File: src/rtl/snapctr_pkg.sv
package snapctr_pkg;

    // register offsets; software depends on these
    localparam int OFS_CTRL = 'hA0;
    localparam int OFS_LO   = 'hA4;
    localparam int OFS_HI   = 'hA8;

    // position of the snapshot request / busy bit in the control word
    localparam int REQ_BIT  = 1;

    typedef enum logic [1:0] {
        SEL_NONE,
        SEL_CTRL,
        SEL_LO,
        SEL_HI
    } reg_sel_e;

endpackage

File: src/rtl/snapctr_count.sv
module snapctr_count #(
    parameter int CNT_W = 64
) (
    input  logic             clk,
    input  logic             rst_n,
    input  logic             tick_en,
    output logic [CNT_W-1:0] count_o
);

    typedef struct packed {
        logic [CNT_W-1:0] count;
    } cnt_state_t;

    cnt_state_t s_d, s_q;

    always_comb begin
        s_d = s_q;
        if (tick_en) begin
            s_d.count = s_q.count + {{(CNT_W-1){1'b0}}, 1'b1};
        end
    end

    always_ff @(posedge clk or negedge rst_n) begin
        if (!rst_n) begin
            s_q <= '0;
        end else begin
            s_q <= s_d;
        end
    end

    assign count_o = s_q.count;

    // hold when idle, wrap from all ones
    p_hold_r2: assert property (@(posedge clk) disable iff (!rst_n)
        !tick_en |=> $stable(count_o));
    p_wrap_r2: assert property (@(posedge clk) disable iff (!rst_n)
        (tick_en && (&count_o)) |=> (count_o == '0));

endmodule

File: src/rtl/snapctr_latch.sv
module snapctr_latch #(
    parameter int CNT_W       = 64,
    parameter int LATCH_DELAY = 2
) (
    input  logic             clk,
    input  logic             rst_n,
    input  logic             req_i,
    input  logic [CNT_W-1:0] live_i,
    output logic             busy_o,
    output logic [CNT_W-1:0] shadow_o
);

    localparam int WAIT_W = (LATCH_DELAY > 1) ? $clog2(LATCH_DELAY) : 1;
    localparam logic [WAIT_W-1:0] WAIT_LOAD = WAIT_W'(LATCH_DELAY - 1);

    typedef struct packed {
        logic              busy;
        logic [WAIT_W-1:0] wait_cnt;
        logic [CNT_W-1:0]  shadow;
    } lat_state_t;

    lat_state_t s_d, s_q;

    always_comb begin
        s_d = s_q;
        if (!s_q.busy) begin
            if (req_i) begin
                s_d.busy     = 1'b1;
                s_d.wait_cnt = WAIT_LOAD;
            end
        end else if (s_q.wait_cnt == '0) begin
            s_d.shadow = live_i;
            s_d.busy   = 1'b0;
        end else begin
            s_d.wait_cnt = s_q.wait_cnt - 1'b1;
        end
    end

    always_ff @(posedge clk or negedge rst_n) begin
        if (!rst_n) begin
            s_q <= '0;
        end else begin
            s_q <= s_d;
        end
    end

    assign busy_o   = s_q.busy;
    assign shadow_o = s_q.shadow;

    // an accepted request raises busy
    p_req_busy_r3: assert property (@(posedge clk) disable iff (!rst_n)
        (!busy_o && req_i) |=> busy_o);
    // completion drops busy and holds the pre-edge count
    p_capture_r4: assert property (@(posedge clk) disable iff (!rst_n)
        (busy_o && s_q.wait_cnt == '0) |=> (!busy_o && shadow_o == $past(live_i)));
    // shadow frozen outside completion
    p_frozen_r5: assert property (@(posedge clk) disable iff (!rst_n)
        !busy_o |=> $stable(shadow_o));
    // a second request does not restart the wait
    p_no_restart_r7: assert property (@(posedge clk) disable iff (!rst_n)
        (busy_o && s_q.wait_cnt != '0 && req_i) |=>
            (busy_o && s_q.wait_cnt == $past(s_q.wait_cnt) - 1'b1));

endmodule

File: src/rtl/snapctr_regs.sv
module snapctr_regs
    import snapctr_pkg::*;
#(
    parameter int ADDR_W = 8,
    parameter int DATA_W = 32,
    parameter int CNT_W  = 64
) (
    input  logic              clk,
    input  logic              rst_n,
    input  logic              bus_en,
    input  logic              bus_we,
    input  logic [ADDR_W-1:0] bus_addr,
    input  logic [DATA_W-1:0] bus_wdata,
    input  logic              busy_i,
    input  logic [CNT_W-1:0]  shadow_i,
    output logic              req_o,
    output logic [DATA_W-1:0] rdata_o
);

    localparam int WIDE_W = 2 * DATA_W;

    reg_sel_e          sel;
    logic [WIDE_W-1:0] wide;
    logic              unused_wbits;

    always_comb begin
        if (bus_addr == ADDR_W'(OFS_CTRL)) begin
            sel = SEL_CTRL;
        end else if (bus_addr == ADDR_W'(OFS_LO)) begin
            sel = SEL_LO;
        end else if (bus_addr == ADDR_W'(OFS_HI)) begin
            sel = SEL_HI;
        end else begin
            sel = SEL_NONE;
        end
    end

    always_comb begin
        wide              = '0;
        wide[CNT_W-1:0]   = shadow_i;
        rdata_o           = '0;
        if (bus_en && !bus_we) begin
            case (sel)
                SEL_CTRL: rdata_o[REQ_BIT] = busy_i;
                SEL_LO:   rdata_o = wide[DATA_W-1:0];
                SEL_HI:   rdata_o = wide[WIDE_W-1:DATA_W];
                default:  rdata_o = '0;
            endcase
        end
    end

    assign req_o = bus_en && bus_we && (sel == SEL_CTRL) && bus_wdata[REQ_BIT];

    assign unused_wbits = ^{bus_wdata[DATA_W-1:REQ_BIT+1], bus_wdata[REQ_BIT-1:0]};

    // control read shows only the busy bit
    p_ctrl_rd_r3: assert property (@(posedge clk) disable iff (!rst_n)
        (bus_en && !bus_we && bus_addr == ADDR_W'(OFS_CTRL)) |->
            (rdata_o == (DATA_W'(busy_i) << REQ_BIT)));
    // a control write with the request bit clear issues no request
    p_zero_wr_r6: assert property (@(posedge clk) disable iff (!rst_n)
        (bus_en && bus_we && !bus_wdata[REQ_BIT]) |-> !req_o);
    // unmapped reads return zero
    p_unmapped_r8: assert property (@(posedge clk) disable iff (!rst_n)
        (bus_en && !bus_we && bus_addr != ADDR_W'(OFS_CTRL) &&
         bus_addr != ADDR_W'(OFS_LO) && bus_addr != ADDR_W'(OFS_HI)) |-> (rdata_o == '0));

endmodule

File: src/rtl/snapctr64.sv
module snapctr64 #(
    parameter int ADDR_W      = 8,
    parameter int DATA_W      = 32,
    parameter int CNT_W       = 64,
    parameter int LATCH_DELAY = 2
) (
    input  logic              clk,
    input  logic              rst_n,
    input  logic              tick_en,
    input  logic              bus_en,
    input  logic              bus_we,
    input  logic [ADDR_W-1:0] bus_addr,
    input  logic [DATA_W-1:0] bus_wdata,
    output logic [DATA_W-1:0] bus_rdata
);

    logic [CNT_W-1:0] live_cnt;
    logic [CNT_W-1:0] shadow;
    logic             busy;
    logic             req;

    snapctr_count #(
        .CNT_W (CNT_W)
    ) u_count (
        .clk     (clk),
        .rst_n   (rst_n),
        .tick_en (tick_en),
        .count_o (live_cnt)
    );

    snapctr_latch #(
        .CNT_W       (CNT_W),
        .LATCH_DELAY (LATCH_DELAY)
    ) u_latch (
        .clk      (clk),
        .rst_n    (rst_n),
        .req_i    (req),
        .live_i   (live_cnt),
        .busy_o   (busy),
        .shadow_o (shadow)
    );

    snapctr_regs #(
        .ADDR_W (ADDR_W),
        .DATA_W (DATA_W),
        .CNT_W  (CNT_W)
    ) u_regs (
        .clk       (clk),
        .rst_n     (rst_n),
        .bus_en    (bus_en),
        .bus_we    (bus_we),
        .bus_addr  (bus_addr),
        .bus_wdata (bus_wdata),
        .busy_i    (busy),
        .shadow_i  (shadow),
        .req_o     (req),
        .rdata_o   (bus_rdata)
    );

endmodule

File: config.mk
export PLATFORM = sky130hd
export DESIGN_NAME = snapctr64
export DESIGN_NICKNAME = d
export VERILOG_FILES = /design/src/rtl/snapctr_pkg.sv /design/src/rtl/snapctr_count.sv /design/src/rtl/snapctr_latch.sv /design/src/rtl/snapctr_regs.sv /design/src/rtl/snapctr64.sv
export SDC_FILE = /design/constraint.sdc
export NUM_CORES = 1
export LEC_CHECK = 0
export BUFFER_PORTS_ARGS = -buffer_cell sky130_fd_sc_hd__buf_2
export CAP_MARGIN = 25
export CORE_ASPECT_RATIO = 1.2
export CORE_UTILIZATION = 50
export CTS_BUF_LIST = sky130_fd_sc_hd__clkbuf_4 sky130_fd_sc_hd__clkbuf_8 sky130_fd_sc_hd__clkbuf_16
export CTS_CLUSTER_SIZE = 8
export DETAILED_ROUTE_END_ITERATION = 8
export HOLD_SLACK_MARGIN = 0.02
export PLACE_DENSITY = 0.73
export SETUP_SLACK_MARGIN = 0.15
export SLEW_MARGIN = 15
export SYNTH_ARGS = -nofsm -noshare
export SYNTH_HDL_FRONTEND = slang
export SYNTH_SLANG_ARGS = --single-unit
File: constraint.sdc
create_clock -name clk -period 5 [get_ports clk]
set_input_delay 0.5 -clock clk [delete_from_list [all_inputs] [get_ports clk]]
set_output_delay 0.5 -clock clk [all_outputs]
set_load 0.02 [all_outputs]
# Word-level counts from Yosys, hierarchy flattened
# Cells that the tools add are included.
# word_totals
ff_bits	130
latch_bits	0
ramBits	0
rom_bits	0
input_bits	45
output_inout_bits	32
elab_cells	31
memories	0
# classes
n_addsub	2
n_mul	0
div	0
magnitude_cmp	0
n_eq_ne	6
shifts	0
muxes	11
bitwise	1
n_reduce_logical	7
# op_table
op	n
$add A64 B1 Y64 const B	1
$pmux W30 S2	1
$mux W32	1
$eq A8 B8 Y1 const B	3
$mux W2	5
$eq A2 B2 Y1 const B	2
$logic_and A1 B1 Y1	4
$pmux W1 S3	1
$eq A2 B1 Y1 const B	1
$mux W1	2
$pmux W1 S2	1
$reduce_and A2 Y1	1
$reduce_bool A2 Y1	1
$logic_not A1 Y1	1
$not A1 Y1	1
$sub A1 B1 Y1 const B	1

# Logic depth before layout (Yosys ltp)
# logic_depth
depth_word	9
depth_mapped	7
ltp_nobuf	6

# Cells and area by module
# Synthesis repeated with hierarchy kept, for this count alone.
# unflattened
hier_cells	574
area_unflattened_um2	6874.1
# by_module_without_submodules
module	instances	cells_each	area_per_inst_um2	seq_area_each_um2
snapctr_latch	1	205	3250.6	1651.6
snapctr_count	1	285	3098.0	1601.5
snapctr_regs	1	84	525.5	0.0

# Worst setup path before layout
# Ideal clock, no wire load.
# synth_timing
path_type	input port to output port
startpoint	input bus_addr[6]
endpoint	output bus_rdata[0]
arrival_ps	1997
required_ps	4500
path_slack_ps	2503
path_stages	6
path_buffers	1
cell_sequence	nor4b_1 > nand3b_1 > nor3b_1 > clkbuf_1 > a22oi_1 > nor2_1
# synth_between
elab_chain_len	7
word_cells_on_any_way	10
cone_classes	eq/ne: 5; mux: 5
# synth_rtl
item	line	text
start, declared	snapctr64.sv:12	input logic [ADDR_W-1:0] bus_addr,
$eq A8 B8 Y1	snapctr_regs.sv:31	end else if (bus_addr == ADDR_W'(OFS_HI)) begin
$mux W2	snapctr_regs.sv:31	
$mux W2	snapctr_regs.sv:29	end else if (bus_addr == ADDR_W'(OFS_LO)) begin
$mux W2 *	snapctr_regs.sv:27	if (bus_addr == ADDR_W'(OFS_CTRL)) begin
$eq A2 B2 Y1	snapctr_regs.sv:43	case (sel)
$pmux W1 S2 *	snapctr_regs.sv:43	
$mux W32 *	snapctr_regs.sv:42	if (bus_en && !bus_we) begin
end, declared	snapctr64.sv:14	output logic [DATA_W-1:0] bus_rdata
# Every way passes the cells marked *; elsewhere a longest branch is shown, timed or not.

# Final worst setup path
# layout_timing
startpoint	input bus_addr[6]
endpoint	output bus_rdata[24]
# layout_between
elab_chain_len	7
word_cells_on_any_way	10
cone_classes	eq/ne: 5; mux: 5
# layout_rtl
item	line
$eq A8 B8 Y1	snapctr_regs.sv:31
$mux W2	snapctr_regs.sv:31
$mux W2	snapctr_regs.sv:29
$mux W2 *	snapctr_regs.sv:27
$eq A2 B2 Y1	snapctr_regs.sv:43
$pmux W30 S2 *	snapctr_regs.sv:43
$mux W32 *	snapctr_regs.sv:42
# Marked as above.

==> summary.txt <==
Power
  – Worst vdd ir: about 220 uV
  – Pint: 1.97 mW
  – Logic pwr share: 5.5%
  – Sequential fraction of design power: 46.9%
  – Switch Pwr: 0.551 mW
  – Static leakage: 3.42 nW
  – Clock group share of total power: 47.7%
  – Pwr/cell area: 368 nW/um2
  – Overall Power: 2.52 mW
  – Switching share of power: a little over a fifth

Die
  – # rows: 42
  – Starting density of the core: 52.2%
  – I/O pin cnt: 77
  – Core area: 11200 um2
  – Die Height: 120 um
  – Area of the die: 12100 um2
  – Die width: roughly 100 um

Yosys
  – Mux share of post-synthesis cell area: between 10% and 20%
  – Cell taking the most area after synthesis: dfrtp_1
  – Post-Synth Adder-Cell Area: 0.214%
  – Simple-gate area share of the yosys netlist: 16.5%
  – Yosys cell types: 33
  – Syn Area/Cell: 11.7 um2
  – FF+latch count, synth: 130
  – Top cells by area, synth: dfrtp_1 56%, mux2_2 11%, xor2_1 4.8%
  – Mapped Area: 5850 um2
  – Ys Warns: 0
  – Compound-gate portion of the synthesized area: 4.90%
  – Post-synth top area share: 55.6%
  – Xor and xnor area share after synthesis: 9.44%
  – Mapped Cells: 499
  – Register area share after synthesis: 55.6%
  – Syn nets: between 500 and 600
  – Largest family of logic cells by synthesized area: simple AND/OR/NAND/NOR gates

STA
  – Clk_skew: 0.00538 ns
  – Final min period: 2.98 ns
  – Fin. max-slew vios: 0
  – Worst-margin pin slew: between 0.8 and 0.9 ns
  – Final setup viols: 0
  – Max Clock Freq: approximately 0.34 GHz
  – Worst relative slew slack: about two fifths
  – Fin crit share: 59.6%
  – Unrepaired setup endpoints after global routing: no
  – Setup_tns: 0 ns
  – Hold Vio Cnt, Final: 0

Clock network
  – Root Buffer Master: clkbuf_16
  – Clk buf depth: 2
  – Clk pin slew, worst setup/hold paths: about 0.050 ns
  – CTS buffer count: 17
  – Worst-skew pair later-pin latency: 0.40 ns
  – H-Tree Depth: 4
  – CTS tree: done
  – Post-CTS Setup Repair Bufs: 0
  – Clock sinks: 130

Route
  – # DRC: 0
  – Final wirelength: about 12000 um
  – WL per Instance: 16.6 um
  – DR vias/cell: 5.46
  – Via Count: a little under 4000
  – Initial DRC count: 129
  – TritonRoute pass-1 iters: 4
  – Final ANT Viol Nets: 0

Hold path
  – Min-Delay Path Depth: 2
  – HP Class: primary input to flop

Final layout
  – Area Growth Syn to Fin: 17.0%
  – Diodes inserted: 0
  – Multi-input logic area: 2480 um2
  – Final Non-Filler Cells: approximately 710
  – # fillers: approximately 900
  – Most frequent cells in the layout: 130 x dfrtp_1, 57 x mux2_2, 53 x nor2_1
  – Layout cells sized above 1: between 20 and 30%
  – Register Area: about 3300 um2
  – Commonest non-fill, non-tap cell in the layout: dfrtp_1
  – Final net count: 595

Global routing
  – Number of global-route vias before repair: 4019
  – First-pass GRT wire length: 19800 um
  – Largest net degree at the start of global routing: 81
  – Overall routing resource usage: between 20% and 30%
  – Initial antenna violation count: 0
  – Grt total ovfl: 0

Worst setup path
  – Crit path kind: primary input to output pin
  – Setup crit start kind: primary input
  – Cell family with most CP delay: simple AND/OR/NAND/NOR gates
  – Most frequent CP cell: buf_2
  – Worst Setup End Kind: output pin
  – WP data required: 4.50 ns
  – Critical Path Stages: 8
  – Largest stage delay, worst path: a little over 0.5 ns
  – Reg2Reg Depth: 5
  – Crit path buffers/inverters: 3
  – Worst Path Max Fanout: 31
  – Arr. time, crit path: 2.48 ns
  – Worst path cell trace: buf_2 -> nor4b_1 -> nand3b_1 -> nor3b_2 -> buf_4 -> a22oi_1 -> nor2_1 -> buf_2
  – CP max-delay cell: nor4b_1

Outcome
  – Status: completed

Placed design
  – Placed Cells incl. Taps: approximately 700
  – Final HPWL DP: approximately 7400 um
  – IO buf count: between 40 and 50
  – GP Congestion: slightly below 0.8

Flow run
  – Number of max-cap violations: 0
==> worst paths after layout <==
| path | startpoint | end | slack, ns |
|---|---|---|---|
| max | bus_addr[6] | bus_rdata[24] | 2.02 |
| min | tick_en | u_count.count_o[0] | 0.34 |
| max reg2reg | u_count.count_o[0] | u_count.count_o[63] | 2.43 |
| min reg2reg | u_count.count_o[63] | u_count.count_o[63] | 0.47 |
| max in group asynchronous | rst_n | u_count.count_o[43] | 3.60 |
| min in group asynchronous | rst_n | u_latch.shadow_o[63] | 0.50 |
==> flip-flops by register name (all words and copies together) (netlist names) <==
signal	flops
u_count.count_o	64
u_latch.shadow_o	64
u_latch.busy_o	1
u_latch.s_q	1
==> power groups by stage <==
stage	Combinational [mW]	Sequential, mW	Clock (mW)
2_1_floorplan	0.0903	1.18	0
3_3_place_gp	0.127	1.19	0
3_5_place_dp	0.136	1.20	0
4_1_cts	0.139	1.18	1.22
5_1_grt	0.157	1.19	1.27
6_report	0.138	1.18	1.20
==> cell usage after synthesis <==
master,number
a22oi_1,31
a31oi_1,1
and3_1,14
buf_1,1
buf_4,1
buf_6,1
clkbuf_1,18
dfrtp_1,130
ha_1,1
inv_1,10
mux2_2,57
mux2i_1,1
nand2_1,35
nand2_2,2
nand2b_1,2
nand3_1,19
nand3b_1,1
nand4_1,13
nand4_2,5
nand4b_1,1
nor2_1,53
nor3_1,14
nor3_2,1
nor3b_1,1
nor4_1,5
nor4_2,3
nor4_4,4
nor4b_1,1
nor4b_2,1
o21a_1,1
o21ai_0,8
xnor2_1,31
xor2_1,32
==> per-layer routing <==
| metal | track usage, % | part of all wire [%] |
|---|---|---|
| met5 | 0 | 0 |
| met4 | 7.52 | 0.94 |
| met3 | 5.43 | 2.7 |
| met2 | 35.6 | 51 |
| met1 | 27.8 | 45 |
==> metrics by stage <==
stage	cell area [um2]	worst slack, ns	hold WS (ns)	util [%]
finish	6840	2.02	0.343	61.1
global placement	6230	1.96	0.453	55.6
global route	6840	1.88	0.345	61.1
CTS	6800	1.95	0.295	60.8
floorplan	5850	2.50	0.204	-
detailed placement	6230	1.96	0.453	55.6
==> worst register-to-register path, delay by kind of cell, from the launching register on <==
family        cells  cell delay (ns)
flops             1             0.43
xor+xnor          1             0.13
simple gates      4             1.87
==> what timing repair did <==
action,CTS,global route
resized for setup,0,0
hold buffers,0,1
endpoints found under the hold margin,0,14
==> cell type report <==
type | instances | share of cell area (%)
flip-flops and latches | 130 | 47.5
multi-input cells | 338 | 36.2
clock buffers | 24 | 7.26
repair buffers | 52 | 4.43
well taps | 154 | 2.82
clock inverters | 6 | 1.17
inverters | 10 | 0.549
==> logic make-up after synthesis <==
group,Yosys count
buf+inv,31
fa+ha+maj,1
simple gates,175
xor+xnor,63
mux,58
flops,130
compound gates,41
Note: power is estimated with default switching activity, not from simulation.
